$ cat src/rtl/rxq_pkg.sv
package rxq_pkg;
  localparam int DATA_W = 8;

  typedef struct packed {
    logic [DATA_W-1:0] data;
    logic              brk;
    logic              ferr;
    logic              perr;
  } rxq_entry_t;

  function automatic logic entry_bad(input rxq_entry_t e);
    return e.perr | e.ferr | e.brk;
  endfunction
endpackage

$ cat src/rtl/rxq_store.sv
module rxq_store #(
  parameter int DEPTH = 16,
  parameter int W     = 11
) (
  input  logic         clk,
  input  logic         rst_n,
  input  logic         wr_en,
  input  logic [W-1:0] wr_data,
  input  logic         rd_en,
  output logic [W-1:0] rd_data,
  output logic         full,
  output logic         empty
);
  localparam int AW = (DEPTH > 1) ? $clog2(DEPTH) : 1;
  localparam int LW = $clog2(DEPTH + 1);

  logic [W-1:0]  mem [DEPTH];
  logic [AW-1:0] wp, rp;
  logic [LW-1:0] lvl;

  function automatic logic [AW-1:0] bump(input logic [AW-1:0] p);
    return (p == AW'(DEPTH - 1)) ? '0 : p + 1'b1;
  endfunction

  always_ff @(posedge clk) begin
    if (wr_en) mem[wp] <= wr_data;
  end

  always_ff @(posedge clk) begin
    if (!rst_n) begin
      wp  <= '0;
      rp  <= '0;
      lvl <= '0;
    end else begin
      if (wr_en) wp <= bump(wp);
      if (rd_en) rp <= bump(rp);
      case ({wr_en, rd_en})
        2'b10:   lvl <= lvl + 1'b1;
        2'b01:   lvl <= lvl - 1'b1;
        default: lvl <= lvl;
      endcase
    end
  end

  assign full    = (lvl == LW'(DEPTH));
  assign empty   = (lvl == '0);
  assign rd_data = empty ? '0 : mem[rp];
endmodule

$ cat src/rtl/rxq_err_count.sv
module rxq_err_count #(
  parameter int CW = 5
) (
  input  logic          clk,
  input  logic          rst_n,
  input  logic          inc,
  input  logic          dec,
  output logic [CW-1:0] cnt,
  output logic          nonzero
);
  function automatic logic [CW-1:0] step(input logic [CW-1:0] c,
                                          input logic up, input logic dn);
    if (up && !dn) return c + 1'b1;
    if (dn && !up) return c - 1'b1;
    return c;
  endfunction

  always_ff @(posedge clk) begin
    if (!rst_n) cnt <= '0;
    else        cnt <= step(cnt, inc, dec);
  end

  assign nonzero = (cnt != '0);
endmodule

$ cat src/rtl/rxq_irq.sv
module rxq_irq (
  input  logic clk,
  input  logic rst_n,
  input  logic drop,
  input  logic ext_ovr,
  input  logic err_any,
  input  logic en,
  output logic ovr,
  output logic irq
);
  always_ff @(posedge clk) begin
    if (!rst_n) ovr <= 1'b0;
    else        ovr <= drop | ext_ovr;
  end

  assign irq = en & (err_any | ovr);
endmodule

$ cat src/rtl/rxq_err_tracker.sv
module rxq_err_tracker
  import rxq_pkg::*;
#(
  parameter int DEPTH = 16,
  localparam int CNT_W = $clog2(DEPTH + 1)
) (
  input  logic              clk,
  input  logic              rst_n,
  input  logic              push_i,
  input  logic [DATA_W-1:0] push_data_i,
  input  logic              push_perr_i,
  input  logic              push_ferr_i,
  input  logic              push_brk_i,
  input  logic              pop_i,
  input  logic              overrun_ev_i,
  input  logic              lsi_en_i,
  output logic [DATA_W-1:0] head_data_o,
  output logic              head_perr_o,
  output logic              head_ferr_o,
  output logic              head_brk_o,
  output logic              empty_o,
  output logic              full_o,
  output logic [CNT_W-1:0]  err_count_o,
  output logic              err_sum_o,
  output logic              overrun_o,
  output logic              lsi_irq_o
);
  localparam int EW = $bits(rxq_entry_t);

  rxq_entry_t in_e, head_e;
  logic push_acc, pop_acc, push_bad, pop_bad, drop_ev;

  assign in_e     = '{data: push_data_i, brk: push_brk_i,
                      ferr: push_ferr_i, perr: push_perr_i};
  assign pop_acc  = pop_i & ~empty_o;
  assign push_acc = push_i & (~full_o | pop_acc);
  assign drop_ev  = push_i & ~push_acc;
  assign push_bad = push_acc & entry_bad(in_e);
  assign pop_bad  = pop_acc & entry_bad(head_e);

  rxq_store #(.DEPTH(DEPTH), .W(EW)) u_store (
    .clk(clk), .rst_n(rst_n),
    .wr_en(push_acc), .wr_data(in_e),
    .rd_en(pop_acc), .rd_data(head_e),
    .full(full_o), .empty(empty_o)
  );

  rxq_err_count #(.CW(CNT_W)) u_cnt (
    .clk(clk), .rst_n(rst_n),
    .inc(push_bad), .dec(pop_bad),
    .cnt(err_count_o), .nonzero(err_sum_o)
  );

  rxq_irq u_irq (
    .clk(clk), .rst_n(rst_n),
    .drop(drop_ev), .ext_ovr(overrun_ev_i),
    .err_any(err_sum_o), .en(lsi_en_i),
    .ovr(overrun_o), .irq(lsi_irq_o)
  );

  assign head_data_o = head_e.data;
  assign head_perr_o = head_e.perr;
  assign head_ferr_o = head_e.ferr;
  assign head_brk_o  = head_e.brk;
endmodule

$ cat config.mk
export PLATFORM = sky130hd
export DESIGN_NAME = rxq_err_tracker
export DESIGN_NICKNAME = d
export VERILOG_FILES = /design/src/rtl/rxq_pkg.sv /design/src/rtl/rxq_store.sv /design/src/rtl/rxq_err_count.sv /design/src/rtl/rxq_irq.sv /design/src/rtl/rxq_err_tracker.sv
export SDC_FILE = /design/constraint.sdc
export NUM_CORES = 1
export LEC_CHECK = 0
export ABC_AREA = 1
export BUFFER_PORTS_ARGS = -buffer_cell sky130_fd_sc_hd__buf_2
export CORE_MARGIN = 2
export CORE_UTILIZATION = 45
export DETAILED_ROUTE_END_ITERATION = 12
export PLACE_DENSITY = 0.59
export SLEW_MARGIN = 20
export SYNTH_ARGS = -nofsm -noshare
export SYNTH_HDL_FRONTEND = slang
export SYNTH_SLANG_ARGS = --single-unit
$ cat constraint.sdc
create_clock -name clk -period 4.7 [get_ports clk]
set_input_delay 0.94 -clock clk [delete_from_list [all_inputs] [get_ports clk]]
set_output_delay 0.94 -clock clk [all_outputs]
set_load 0.03 [all_outputs]
Yosys cells after proc, flatten, opt, wreduce, memory -nomap -nowiden

Memories as Yosys holds them, arrays and structs flattened. A register that Yosys moved wholly into a read port is not among the register bits.
Cells that the tools add are included.

$add $sub $neg: 6
Eq/ne operators: 5
Multiplexer cells: 17
Bitwise logic cells: 16
Reduce and logical (&&, ||, !) cells: 8

Operator list:

| cell                                                 | count |
|---|---|
| 2-to-1 mux 5 bit                                     | 4 |
| 2-to-1 mux 4 bit                                     | 4 |
| 2-to-1 mux 11 bit                                    | 1 |
| adder 5 x 1 -> 5 bit (second input constant)         | 2 |
| case mux 5 bit (2 select lines)                      | 1 |
| subtractor 5 x 1 -> 5 bit (second input constant)    | 2 |
| adder 4 x 1 -> 4 bit (second input constant)         | 2 |
| equality test 4 bit (second input constant)          | 2 |
| 2-to-1 mux 1 bit                                     | 7 |
| OR 1 bit                                             | 7 |
| AND 1 bit                                            | 6 |
| equality test 5 bit (second input constant)          | 1 |
| logical NOT 5 bit                                    | 1 |
| nonzero test 5 bit                                   | 1 |
| nonzero test 2 bit                                   | 2 |
| NOT 1 bit                                            | 3 |
| equality test 2 x 1 -> 1 bit (second input constant) | 1 |
| equality test 2 bit (second input constant)          | 1 |
| logical AND 1 bit                                    | 2 |
| logical NOT 1 bit                                    | 2 |

Flip-flop bits (word level): 19
RAM bits: 176
Bits of input ports: 17
Output and inout bits: 21
Word-level logic and storage cells: 58
Memories: 1

Memories:

| name        | depth | bits a word | rd ports | clocked after memory_dff | write ports | RTL line        | source |
|---|---|---|---|---|---|---|---|
| u_store.mem | 16    | 11          | 1        | 1                        | 1           | rxq_store.sv:17 | `logic [W-1:0] mem [DEPTH];` |

Depth between registers and ports, before layout

Gate-level depths: netlist of run 1.

Word-level depth: 13
Mapped depth: 20
Depth with buffers taken out: 18

Hierarchy

From an unflattened synthesis of run 1, not the netlist that was laid out.

Cells, all modules: 790
Area, all modules: 8505.7 µm²

By module, submodules not included:

| module          | instances | cells an instance | area an instance (µm²) | seq. area each (µm²) |
|---|---|---|---|---|
| rxq_store       | 1         | 714               | 8010.2                 | 5625.4 |
| rxq_err_count   | 1         | 57                | 395.4                  | 100.1 |
| rxq_err_tracker | 1         | 12                | 57.6                   | 0.0 |
| rxq_irq         | 1         | 7                 | 42.5                   | 20.0 |

Worst setup path before layout of run 1

OpenSTA, ideal clock, no wires.

Path type: register -> output
Start point: register with a tool-made name
End point: output port head_data_o[1]
Arrival: 1.519 ns
Required time: 3.760 ns
Path slack: 2.241 ns
Cell stages (with the launch flop): 9
Path buffers: 3
Cells stage by stage: dfxtp_1 buf_6 inv_4 buf_6 buf_6 nor2_1 o221ai_1 nand3_1 a21oi_1

RTL lines:

| what             | RTL line              | source |
|---|---|---|
| end: declaration | rxq_err_tracker.sv:17 | `output logic [DATA_W-1:0] head_data_o,` |

==> results of run 1 <==
routing by layer:
layer | global-route usage | part of all wire
met4 | 0.0721 | 0.016
met2 | 0.311 | 0.48
met3 | 0.0462 | 0.056
met5 | 0 | 0
met1 | 0.269 | 0.45
per-stage QoR:
stage	hold WS, ns	total power [W]	area, µm²	instances
finish	0.491	0.00485	9420	1028
global route	0.522	0.00508	9420	1028
CTS	0.497	0.00486	9420	1027
detailed placement	0.487	0.00338	8790	995
global placement	0.477	0.00335	8770	995
floorplan	0.461	0.00308	8440	747
worst max-delay path by stage:
| stage | slack, ns | from | endpoint |
|---|---|---|---|
| final | 1.27 | flop | head_data_o[1] |
| after global placement | 1.69 | pop_i | u_store.mem[12][8] |
| after floorplan | 2.24 | flop | head_data_o[1] |
| after CTS | 1.26 | flop | head_data_o[1] |
| after detailed placement | 1.74 | flop | head_data_o[0] |
| after global routing | 1.06 | flop | head_data_o[1] |
layout make-up:
cell class	instances	area (µm²)
fillers	1601	9160
flip-flops and latches	199	5750
multi-input cells	457	2260
clock buffers	25	583
well taps	234	293
repair buffers	50	283
inverters	55	211
clock inverters	7	47.5
diodes	1	2.50
power groups by stage:
stage / sequential [W] / combinational (W) / clock (W)
2_1_floorplan: 0.00209 / 0.000981 / 0
3_3_place_gp: 0.00208 / 0.00127 / 0
3_5_place_dp: 0.00209 / 0.00129 / 0
4_1_cts: 0.00205 / 0.00130 / 0.00151
5_1_grt: 0.00206 / 0.00143 / 0.00159
6_report: 0.00205 / 0.00130 / 0.00150
synth_stat cells, drive strengths merged:
| library cell | n |
|---|---|
| edfxtp | 176 |
| nand2 | 146 |
| nor2 | 86 |
| nand3 | 68 |
| o21ai | 60 |
| inv | 55 |
| a21oi | 44 |
| buf | 28 |
| dfxtp | 23 |
| ha | 13 |
| o31ai | 9 |
| clkbuf | 8 |
| o211ai | 8 |
| o221ai | 8 |
| nand4 | 5 |
| xor2 | 3 |
| a31oi | 2 |
| a211oi | 1 |
| fa | 1 |
| nor3 | 1 |
| o21bai | 1 |
| xnor2 | 1 |
state kept, by name, summed over array words and instances, names as in the netlist, named ones only:
register and count:
u_cnt.cnt 5, u_irq.ovr 1, u_store.lvl 5, u_store.mem 176, u_store.rp 4, u_store.wp 4
cells by family after synthesis:
logic type               synth area share
AO/OA/AOI/OAI                      0.0896
XOR/XNOR                          0.00415
adder cells (fa/ha/maj)            0.0216
buffers and inverters              0.0547
flip-flops                          0.680
AND/OR/NAND/NOR                     0.150
worst reg2reg max path, cell delays in order (launching register included):
cell	delay [ns]
sky130_fd_sc_hd__dfxtp_1	0.48
sky130_fd_sc_hd__buf_4	0.33
sky130_fd_sc_hd__inv_4	0.25
sky130_fd_sc_hd__nand3_1	0.16
sky130_fd_sc_hd__nand3_1	0.09
sky130_fd_sc_hd__nand3_1	0.15
sky130_fd_sc_hd__nand2_1	0.09
sky130_fd_sc_hd__nor2_1	0.26
sky130_fd_sc_hd__a21oi_1	0.12
sky130_fd_sc_hd__ha_1	0.21
sky130_fd_sc_hd__nand2_1	0.18
sky130_fd_sc_hd__nand4_1	0.11
sky130_fd_sc_hd__o21ai_0	0.10
sky130_fd_sc_hd__nand2_1	0.11
sky130_fd_sc_hd__o21ai_0	0.16
sky130_fd_sc_hd__a21oi_1	0.06
==> impl_metrics.sql, run 1 <==
INSERT INTO impl_metrics (metric_group, metric, value, unit) VALUES
('outcome', 'run_status', 'complete, no violations', ''),
('critical_path', 'critPathRequiredTime', '3.76', 'ns'),
('die', 'num_io_pins', '38', ''),
('critical_path', 'path_cells', 'buf_4 > inv_4 > nor2_1 > o21ai_0 > o211ai_1 > nand3_1 > a21oi_1 > buf_2', ''),
('critical_path', 'reg2reg_to', 'u_cnt.cnt[3]', ''),
('final_layout', 'nets', '811', ''),
('critical_path', 'cell_depth_of_the_worst_setup_path', '8', ''),
('critical_path', 'worstPathArrival', '2.49', 'ns'),
('critical_path', 'worst-setup-path-type', 'flop to output pin', ''),
('clock_tree', 'clock_tree.htree_level_count', '4', ''),
('detailed_routing', 'vias', '5591', ''),
('clock_tree', 'cts_setup_buffers', '0', ''),
('synth', 'synth_top_area_cell', 'sky130_fd_sc_hd__edfxtp_1', ''),
('power', 'power.share.sequential', '0.423', ''),
('final_layout', 'area_delta_synth_final', '11.6', '%'),
('synth', 'syn-num-nets', '778', ''),
('timing', 'finalHoldViolations', '0', ''),
('final_layout', 'layout_cells_sized_above_1', '0.127', ''),
('place', 'place.port_buffers', '37', ''),
('final_layout', 'layout.cells.most_common_list', 'sky130_fd_sc_hd__edfxtp_1, sky130_fd_sc_hd__nand2_1, sky130_fd_sc_hd__nor2_1, sky130_fd_sc_hd__nand3_1, sky130_fd_sc_hd__o21ai_0', ''),
('die', 'core-area', '0.0186', 'mm²'),
('clock_tree', 'clkTransAtPathRegs', '0.07', 'ns'),
('critical_path', 'cp_top_family', 'buffers and inverters', ''),
('power', 'clock_power_share', '0.309', ''),
('timing', 'fmax', '291', 'MHz'),
('timing', 'final_setup_skew', '0.00769', 'ns'),
('min_path', 'worstHoldPathCells', '2', ''),
('timing', 'max_slew_margin', '0.272', ''),
('final_layout', 'layout.cells.most_common', 'sky130_fd_sc_hd__edfxtp_1', ''),
('min_path', 'min-delay-path-class', 'flop to flop', ''),
('detailed_routing', 'detail_route.drc_violations', '0', ''),
('synth', 'synthDominantCellAreaShare', '0.626', ''),
('critical_path', 'r2r_cells', '15', ''),
('global_route', 'grt_antenna_before_repair', '1', ''),
('clock_tree', 'cts_inserted_buffers', '17', ''),
('detailed_routing', 'drt.antenna.violating_nets', '0', ''),
('timing', 'number_of_slew_limit_violations_in_the_final_report', '0', ''),
('job', 'timing.max_cap.violations', '0', ''),
('critical_path', 'critical_path.max_fanout', '45', ''),
('power', 'p_switching', '0.00162', 'W'),
('detailed_routing', 'wl', '18800', 'µm'),
('min_path', 'hold_path_startpoint', 'u_cnt.cnt[4]', ''),
('global_route', 'grt_pass1_wl', '29500', 'µm'),
('die', 'chipHeight', '141', 'µm'),
('synth', 'synthDistinctLibCells', '31', ''),
('clock_tree', 'postCtsHoldBufs', '0', ''),
('timing', 'setup_repair_after_global_routing_missed_its_margin', 'no', ''),
('timing', 'post-route-worst-setup-slack', '1.27', 'ns'),
('die', 'rows', '50', ''),
('place', 'dp_hpwl', '11500', 'µm'),
('clock_tree', 'cts_buffer_depth', '2', ''),
('timing', 'period_minus_slack', '3.43', 'ns'),
('power', 'power.leakage', '3.51', 'nW'),
('detailed_routing', 'drt_pass1_iterations', '5', ''),
('synth', 'synth.yosys.warnings', '0', ''),
('clock_tree', 'clkLatencyLatePin', '0.43', 'ns'),
('timing', 'setup_total_negative_slack', '0', 'ns'),
('critical_path', 'end_kind', 'output pin', ''),
('global_route', 'maximum_number_of_pins_on_one_net_before_global_route_repair', '89', ''),
('detailed_routing', 'detail_route.wl_per_cell', '18.3', 'µm'),
('critical_path', 'critical_path.n_buffers_inverters', '3', ''),
('timing', 'final_min_period_over_clock_period', '0.730', ''),
('critical_path', 'cpMaxStageDelayCell', 'sky130_fd_sc_hd__dfxtp_1', ''),
('synth', 'area_contributors_post_synth', 'sky130_fd_sc_hd__edfxtp_1, sky130_fd_sc_hd__nand2_1, sky130_fd_sc_hd__dfxtp_1', ''),
('min_path', 'min_to', 'u_cnt.cnt[4]', ''),
('critical_path', 'worst-r2r-setup-slack', '1.74', 'ns'),
('detailed_routing', 'avgViaCountPerCell', '5.44', ''),
('synth', 'post_synthesis_sequential_area_ratio', '0.680', ''),
('power', 'switching_share', '0.334', ''),
('power', 'power_per_cell_area', '514', 'mW/mm²'),
('final_layout', 'postLayoutCoreUtil', '0.507', '');
(Power assumes the default switching activity.)
==> run 2: changes to the inputs <==
- ABC_AREA: 1 -> 0
- clock period: 4.7 -> 3.5 ns (I/O delays scaled with it)
==> run 2 against run 1 <==
Via count shrank 27%. Sequential cell count unchanged. Global-route usage is 1.8 points lower. Clock power rose by 32%. Hold slack lost 0.0021 ns. Critical path depth shrank 3. Count of clock-buffer cells in the layout decreased by 8.
==> impl_metrics.sql, run 2 <==
INSERT INTO impl_metrics (metric_group, metric, value, unit) VALUES
('critical_path', 'worst-r2r-setup-slack', '0.35', 'ns'),
('die', 'die_span_x', '139', 'µm'),
('clock_tree', 'clkLatencyLatePin', '0.43', 'ns'),
('final_layout', 'layout.cells.most_common', 'sky130_fd_sc_hd__edfxtp_1', ''),
('synth', 'syn_avg_cell_area', '19.0', 'µm²'),
('die', 'num_io_pins', '38', ''),
('critical_path', 'end_kind', 'output pin', ''),
('job', 'timing.max_cap.violations', '0', ''),
('place', 'dp_hpwl', '10600', 'µm'),
('critical_path', 'r2r_cells', '9', ''),
('power', 'power', '0.00637', 'W'),
('final_layout', 'area_delta_synth_final', '15.2', '%'),
('critical_path', 'reg2reg_to', 'u_store.lvl[4]', ''),
('synth', 'synth.yosys.warnings', '0', ''),
('detailed_routing', 'detail_route.wl_per_cell', '22.5', 'µm'),
('synth', 'post_synth_xor_area_fraction', '0.00965', ''),
('synth', 'area_contributors_post_synth', 'sky130_fd_sc_hd__edfxtp_1, sky130_fd_sc_hd__mux4_1, sky130_fd_sc_hd__mux4_2', ''),
('final_layout', 'layout_cells_sized_above_1', '0.256', ''),
('timing', 'final_min_period_over_clock_period', '0.961', ''),
('synth', 'synth.mux.area_fraction', '0.168', ''),
('synth', 'synthDominantCellAreaShare', '0.647', ''),
('synth', 'combinational_family_with_the_most_area_after_synthesis', 'multiplexers', ''),
('final_layout', 'largest_register_ffs', '176', ''),
('clock_tree', 'cts_buffer_depth', '2', ''),
('die', 'start_util', '0.456', ''),
('critical_path', 'worstPathArrival', '2.67', 'ns'),
('min_path', 'min-delay-path-class', 'input port to flop', ''),
('power', 'power.leakage', '3.21', 'nW'),
('place', 'place.detailed.instances', '706', ''),
('timing', 'fmax', '297', 'MHz'),
('final_layout', 'nets', '527', ''),
('timing', 'period_minus_slack', '3.37', 'ns'),
('detailed_routing', 'vias', '4081', ''),
('clock_tree', 'postCtsHoldBufs', '0', ''),
('timing', 'number_of_slew_limit_violations_in_the_final_report', '0', ''),
('global_route', 'grt_pass1_vias', '4294', ''),
('min_path', 'worstHoldPathCells', '3', ''),
('min_path', 'hold_path_startpoint', 'overrun_ev_i', ''),
('detailed_routing', 'detail_route.drc_violations', '0', ''),
('global_route', 'globalRouteOverflowTotal', '0', ''),
('global_route', 'grt_antenna_before_repair', '1', ''),
('synth', 'synth-simple-area-share', '0.0545', ''),
('critical_path', 'crit-reg2reg-launch', 'u_store.lvl[0]', ''),
('synth', 'syn-num-nets', '461', ''),
('critical_path', 'critical_path.max_fanout', '23', ''),
('clock_tree', 'numClockSinks', '199', ''),
('global_route', 'grt_pass1_wl', '25000', 'µm'),
('synth', 'post_synthesis_sequential_area_ratio', '0.703', ''),
('synth', 'mapped_cells', '430', ''),
('die', 'rows', '49', ''),
('clock_tree', 'clkTransAtPathRegs', '0.07', 'ns'),
('clock_tree', 'cts_setup_buffers', '0', ''),
('final_layout', 'layout_top_registers', 'u_store.mem: 176 flops, u_cnt.cnt: 5 flops, u_store.lvl: 5 flops', ''),
('synth', 'synth_compound_area_frac', '0.0240', ''),
('final_layout', 'regMostFlops', 'u_store.mem', ''),
('power', 'power_per_cell_area', '677', 'mW/mm²'),
('global_route', 'maximum_number_of_pins_on_one_net_before_global_route_repair', '24', ''),
('synth', 'post_synth_fa_ha_maj_area_fraction', '0.0224', ''),
('synth', 'ys.flop_type', 'sky130_fd_sc_hd__edfxtp_1', ''),
('timing', 'final_setup_violation_count', '0', ''),
('timing', 'setup_total_negative_slack', '0', 'ns'),
('timing', 'holdWs', '0.489', 'ns'),
('synth', 'synthesis_stage_register_bit_count', '199', ''),
('die', 'design.die.area', '0.0192', 'mm²'),
('synth', 'synth-async-reset-ratio', '0', ''),
('min_path', 'min_to', 'u_irq.ovr', ''),
('detailed_routing', 'detailedRoute.firstIterationViolations', '286', ''),
('final_layout', 'layout.cells.most_common_list', 'sky130_fd_sc_hd__edfxtp_1, sky130_fd_sc_hd__buf_2, sky130_fd_sc_hd__nor2_1, sky130_fd_sc_hd__mux4_1, sky130_fd_sc_hd__mux4_2', ''),
('detailed_routing', 'drt_pass1_iterations', '6', ''),
('clock_tree', 'cts_tree', 'yes', ''),
('critical_path', 'worst-setup-path-type', 'flop to output pin', ''),
('timing', 'final_setup_skew', '0.00667', 'ns'),
('detailed_routing', 'drt.antenna.violating_nets', '0', ''),
('place', 'routabilityCongestion', '0.744', ''),
('clock_tree', 'cts_resized', '0', ''),
('synth', 'most_frequent_cell_after_synthesis', 'sky130_fd_sc_hd__edfxtp_1', ''),
('die', 'chipHeight', '139', 'µm'),
('detailed_routing', 'avgViaCountPerCell', '5.54', ''),
('synth', 'synth_top_area_cell', 'sky130_fd_sc_hd__edfxtp_1', ''),
('timing', 'max_slew_margin', '0.565', ''),
('timing', 'finalHoldViolations', '0', ''),
('timing', 'post-route-worst-setup-slack', '0.135', 'ns'),
('final_layout', 'fin_cells', '737', ''),
('synth', 'post_synth_most_frequent_cells', 'sky130_fd_sc_hd__edfxtp_1, sky130_fd_sc_hd__nor2_1, sky130_fd_sc_hd__mux4_1', ''),
('clock_tree', 'cts_root_buf', 'sky130_fd_sc_hd__clkbuf_16', ''),
('place', 'place_ws', '0.361', 'ns'),
('timing', 'setup_repair_after_global_routing_missed_its_margin', 'no', ''),
('final_layout', 'antenna-diode-count', '0', ''),
('clock_tree', 'cts_inserted_buffers', '17', ''),
('critical_path', 'timing.critical_path.from_type', 'flop', ''),
('die', 'core-area', '0.0179', 'mm²'),
('synth', 'synthesis.area', '0.00817', 'mm²'),
('place', 'place.port_buffers', '37', ''),
('critical_path', 'critPathRequiredTime', '2.80', 'ns'),
('synth', 'synth_edf_count', '176', ''),
('clock_tree', 'clock_tree.htree_level_count', '4', ''),
('global_route', 'track_usage', '0.179', ''),
('timing', 'timing_worst_slew_pin_value', '0.651', 'ns'),
('power', 'worst_ir_drop_vdd', '0.428', 'mV'),
('outcome', 'run_status', 'complete, no violations', ''),
('detailed_routing', 'wl', '16600', 'µm'),
('synth', 'synthDistinctLibCells', '43', '');
run 2: metal layers:
layer  up-vias  track usage  part of all wire
met3        16       0.0449             0.039
met5         -            0           0.00042
met2        72        0.294              0.49
li1       1872            -                 -
met1      2119        0.241              0.45
met4         2       0.0494             0.014
run 2: power breakdown:
part / internal, W / total [W] / leakage [nW] / switching, W
clock: 0.00113 / 0.00198 / 0.283 / 0.000853
sequential: 0.00267 / 0.00276 / 1.78 / 0.0000923
combinational: 0.000693 / 0.00163 / 1.15 / 0.000935
total: 0.00449 / 0.00637 / 3.21 / 0.00188
run 2: worst max-delay path by stage:
stage,end,slack (ns),cells after the start,start
floorplan,u_store.lvl[4],0.63,10,u_store.lvl[0]
global placement,u_store.lvl[4],0.44,9,u_store.lvl[0]
detailed placement,u_store.lvl[4],0.36,9,u_store.lvl[0]
CTS,head_data_o[4],0.08,5,flop
global route,head_data_o[4],0.03,5,flop
finish,head_data_o[4],0.13,5,flop
run 2: layout make-up:
class	count	area, µm²
clock buffer	17	425
clock inverter	14	174
fill	1444	8490
inverter	10	37.5
multi-input combinational	204	2300
sequential	199	5750
tap	229	287
timing repair buffer	64	438
run 2: kinds of logic after synthesis:
| group | after synthesis |
|---|---|
| XOR/XNOR | 9 |
| multiplexers | 60 |
| buffers and inverters | 27 |
| flip-flops | 199 |
| AND/OR/NAND/NOR | 92 |
| AO/OA/AOI/OAI | 29 |
| adder cells (fa/ha/maj) | 14 |
run 2: critical path, stage by stage (launching register included):
cell and delay, ns:
sky130_fd_sc_hd__dfxtp_2 0.50, sky130_fd_sc_hd__buf_12 0.25, sky130_fd_sc_hd__mux4_1 0.62, sky130_fd_sc_hd__mux4_2 0.50, sky130_fd_sc_hd__and2_1 0.17, sky130_fd_sc_hd__buf_2 0.18
run 2: per-stage QoR:
step / util / area, µm²
final: 0.526 / 9410
after detailed placement: 0.492 / 8810
after global placement: 0.492 / 8810
after CTS: 0.526 / 9410
after floorplan: - / 8170
after global routing: 0.526 / 9410
==> run 3: changes to the inputs <==
- CORE_MARGIN: 2 -> 4
- CORE_UTILIZATION: 45 -> 35
- CTS_BUF_LIST: not set -> sky130_fd_sc_hd__clkbuf_4 sky130_fd_sc_hd__clkbuf_8 sky130_fd_sc_hd__clkbuf_16
- PLACE_DENSITY: 0.59 -> 0.48
==> run 3 against run 2 <==
Maximum frequency up 1.1%. Die area rose by 34%. Largest cell class unchanged. Largest power group unchanged. Non-clock buffer count shrank 1. Setup slack gained 0.035 ns. Hold slack improved by 0.025 ns. Critical endpoint is now head_data_o[0]. Combinational power about the same. Count of clock-buffer cells in the layout up 6. Via count rose by 2.5%. Sequential share of layout area shrank 0.19 points. Cell area up 0.39%. Clock skew grew 0.0029 ns. Power is 1.5% lower. Highest routed layer unchanged.
==> impl_metrics.sql, run 3 (same netlist as run 2, synthesis figures left out) <==
INSERT INTO impl_metrics (metric_group, metric, value, unit) VALUES
('detailed_routing', 'avgViaCountPerCell', '5.09', ''),
('outcome', 'run_status', 'complete, no violations', ''),
('clock_tree', 'numClockSinks', '199', ''),
('detailed_routing', 'detailedRoute.firstIterationViolations', '409', ''),
('critical_path', 'path_cells', 'buf_4 > mux4_1 > mux4_2 > and2_1 > buf_2', ''),
('timing', 'setup_total_negative_slack', '0', 'ns'),
('detailed_routing', 'wl', '18100', 'µm'),
('die', 'start_util', '0.359', ''),
('critical_path', 'worst-setup-path-type', 'flop to output pin', ''),
('clock_tree', 'cts_tree', 'yes', ''),
('die', 'design.die.area', '0.0258', 'mm²'),
('place', 'dp_hpwl', '11200', 'µm'),
('detailed_routing', 'detail_route.drc_violations', '0', ''),
('final_layout', 'largest_register_ffs', '176', ''),
('place', 'placedInstanceArea', '0.00889', 'mm²'),
('timing', 'setup_repair_after_global_routing_missed_its_margin', 'no', ''),
('die', 'core-area', '0.0228', 'mm²'),
('place', 'place.port_buffers', '37', ''),
('final_layout', 'layout_cells_sized_above_1', '0.258', ''),
('final_layout', 'fin_cells', '821', ''),
('timing', 'finalHoldViolations', '0', ''),
('final_layout', 'layout_top_registers', 'u_store.mem: 176 flops, u_cnt.cnt: 5 flops, u_store.lvl: 5 flops', ''),
('critical_path', 'end_kind', 'output pin', ''),
('timing', 'max_slew_margin', '0.359', ''),
('place', 'place.detailed.instances', '790', ''),
('timing', 'fmax', '300', 'MHz'),
('timing', 'timing_worst_slew_pin_value', '0.958', 'ns'),
('final_layout', 'area_delta_synth_final', '15.7', '%'),
('critical_path', 'critical_path.max_fanout', '10', ''),
('global_route', 'grt_pass1_wl', '27400', 'µm'),
('clock_tree', 'cts_setup_buffers', '0', ''),
('detailed_routing', 'detail_route.wl_per_cell', '22.0', 'µm'),
('global_route', 'grt_antenna_before_repair', '1', ''),
('final_layout', 'layout.cells.most_common_list', 'sky130_fd_sc_hd__edfxtp_1, sky130_fd_sc_hd__buf_2, sky130_fd_sc_hd__nor2_1, sky130_fd_sc_hd__mux4_1', ''),
('global_route', 'maximum_number_of_pins_on_one_net_before_global_route_repair', '25', ''),
('clock_tree', 'cts_inserted_buffers', '17', ''),
('clock_tree', 'clkTransAtPathRegs', '0.07', 'ns'),
('job', 'timing.max_cap.violations', '0', ''),
('global_route', 'globalRouteOverflowTotal', '0', ''),
('die', 'chipHeight', '161', 'µm'),
('die', 'rows', '55', ''),
('final_layout', 'nets', '526', ''),
('critical_path', 'worstPathArrival', '2.63', 'ns'),
('power', 'power.leakage', '3.19', 'nW'),
('clock_tree', 'cts_root_buf', 'sky130_fd_sc_hd__clkbuf_16', ''),
('place', 'place_ws', '0.331', 'ns'),
('die', 'die_span_x', '161', 'µm'),
('timing', 'final_setup_violation_count', '0', ''),
('final_layout', 'final_design_area_no_fill', '0.00945', 'mm²'),
('critical_path', 'cpPeakStageDelay', '0.61', 'ns'),
('critical_path', 'critical_path.n_buffers_inverters', '2', ''),
('clock_tree', 'clkLatencyLatePin', '0.43', 'ns'),
('timing', 'post-route-worst-setup-slack', '0.170', 'ns'),
('detailed_routing', 'drt.antenna.violating_nets', '0', ''),
('critical_path', 'cpMaxStageDelayCell', 'sky130_fd_sc_hd__mux4_1', ''),
('min_path', 'min-delay-path-class', 'input port to flop', ''),
('power', 'worst_ir_drop_vdd', '0.350', 'mV'),
('final_layout', 'regMostFlops', 'u_store.mem', ''),
('die', 'num_io_pins', '38', ''),
('final_layout', 'fillCellCount', '2028', ''),
('timing', 'number_of_slew_limit_violations_in_the_final_report', '0', ''),
('critical_path', 'cp_top_family', 'multiplexers', ''),
('detailed_routing', 'drt_pass1_iterations', '4', ''),
('critical_path', 'critPathRequiredTime', '2.80', 'ns'),
('final_layout', 'layout.cells.most_common', 'sky130_fd_sc_hd__edfxtp_1', ''),
('clock_tree', 'cts_buffer_depth', '2', ''),
('clock_tree', 'clock_tree.htree_level_count', '4', ''),
('timing', 'final_setup_skew', '0.00956', 'ns'),
('critical_path', 'timing.critical_path.from_type', 'flop', ''),
('global_route', 'track_usage', '0.144', ''),
('final_layout', 'antenna-diode-count', '0', ''),
('place', 'routabilityCongestion', '0.703', ''),
('detailed_routing', 'vias', '4181', ''),
('timing', 'period_minus_slack', '3.33', 'ns'),
('clock_tree', 'postCtsHoldBufs', '0', ''),
('power', 'power_per_cell_area', '664', 'mW/mm²'),
('global_route', 'grt_pass1_vias', '4361', ''),
('timing', 'final_min_period_over_clock_period', '0.951', '');
## run 3: timing repair
action	4_1_cts	5_1_grt
setup endpoints to repair	3	3
gates resized for setup	1	1
pin swaps	0	0
## run 3: worst paths after layout
| path | from | to | slack, ns | cells after the start |
|---|---|---|---|---|
| worst max-delay path | flop | head_data_o[0] | 0.17 | 5 |
| worst min-delay path | overrun_ev_i | u_irq.ovr | 0.51 | 3 |
| worst max register to register | u_store.lvl[0] | u_store.lvl[4] | 0.32 | 9 |
| worst min register to register | u_store.wp[1] | u_store.wp[1] | 0.52 | 2 |
## run 3: area by class of cell
cell class                 count  area [µm²]  share of cell area
sequential                   199        5750               0.609
clock inverter                 9        67.6             0.00715
inverter                      10        37.5             0.00397
tap                          313         392              0.0415
timing repair buffer          63         397              0.0420
clock buffer                  23         494              0.0523
multi-input combinational    204        2310               0.244
## run 3: per-stage QoR
| stage | power (W) | hold WS, ns | utilization |
|---|---|---|---|
| after detailed placement | 0.00450 | 0.511 | 0.390 |
| after global routing | 0.00657 | 0.531 | 0.415 |
| after CTS | 0.00636 | 0.495 | 0.415 |
| after floorplan | 0.00403 | 0.472 | - |
| after global placement | 0.00449 | 0.505 | 0.390 |
| final | 0.00627 | 0.514 | 0.415 |
## run 3: layer usage
| metal | track usage | vias to the layer above | wire length (µm) |
|---|---|---|---|
| met4 | 0.0434 | 2 | 223 |
| met5 | 0 | - | 13 |
| met1 | 0.196 | 2219 | 8180 |
| met3 | 0.0272 | 19 | 620 |
| met2 | 0.236 | 66 | 9050 |
| li1 | - | 1875 | - |
## run 3: power breakdown
part           internal [W]  switching (W)
Combinational      0.000702       0.000929
Clock               0.00101       0.000848
Sequential          0.00267       0.000110
Total               0.00439        0.00189
## run 3: worst reg2reg max path, cell delays in order, from the launching register on
cell and delay, ns:
sky130_fd_sc_hd__dfxtp_1 0.36, sky130_fd_sc_hd__or4_1 0.69, sky130_fd_sc_hd__o21ai_4 0.28, sky130_fd_sc_hd__nor2_1 0.16, sky130_fd_sc_hd__fa_1 0.48, sky130_fd_sc_hd__a21o_1 0.20
sky130_fd_sc_hd__a21oi_1 0.27, sky130_fd_sc_hd__mux2_2 0.38, sky130_fd_sc_hd__o32a_1 0.17, sky130_fd_sc_hd__a21oi_1 0.13
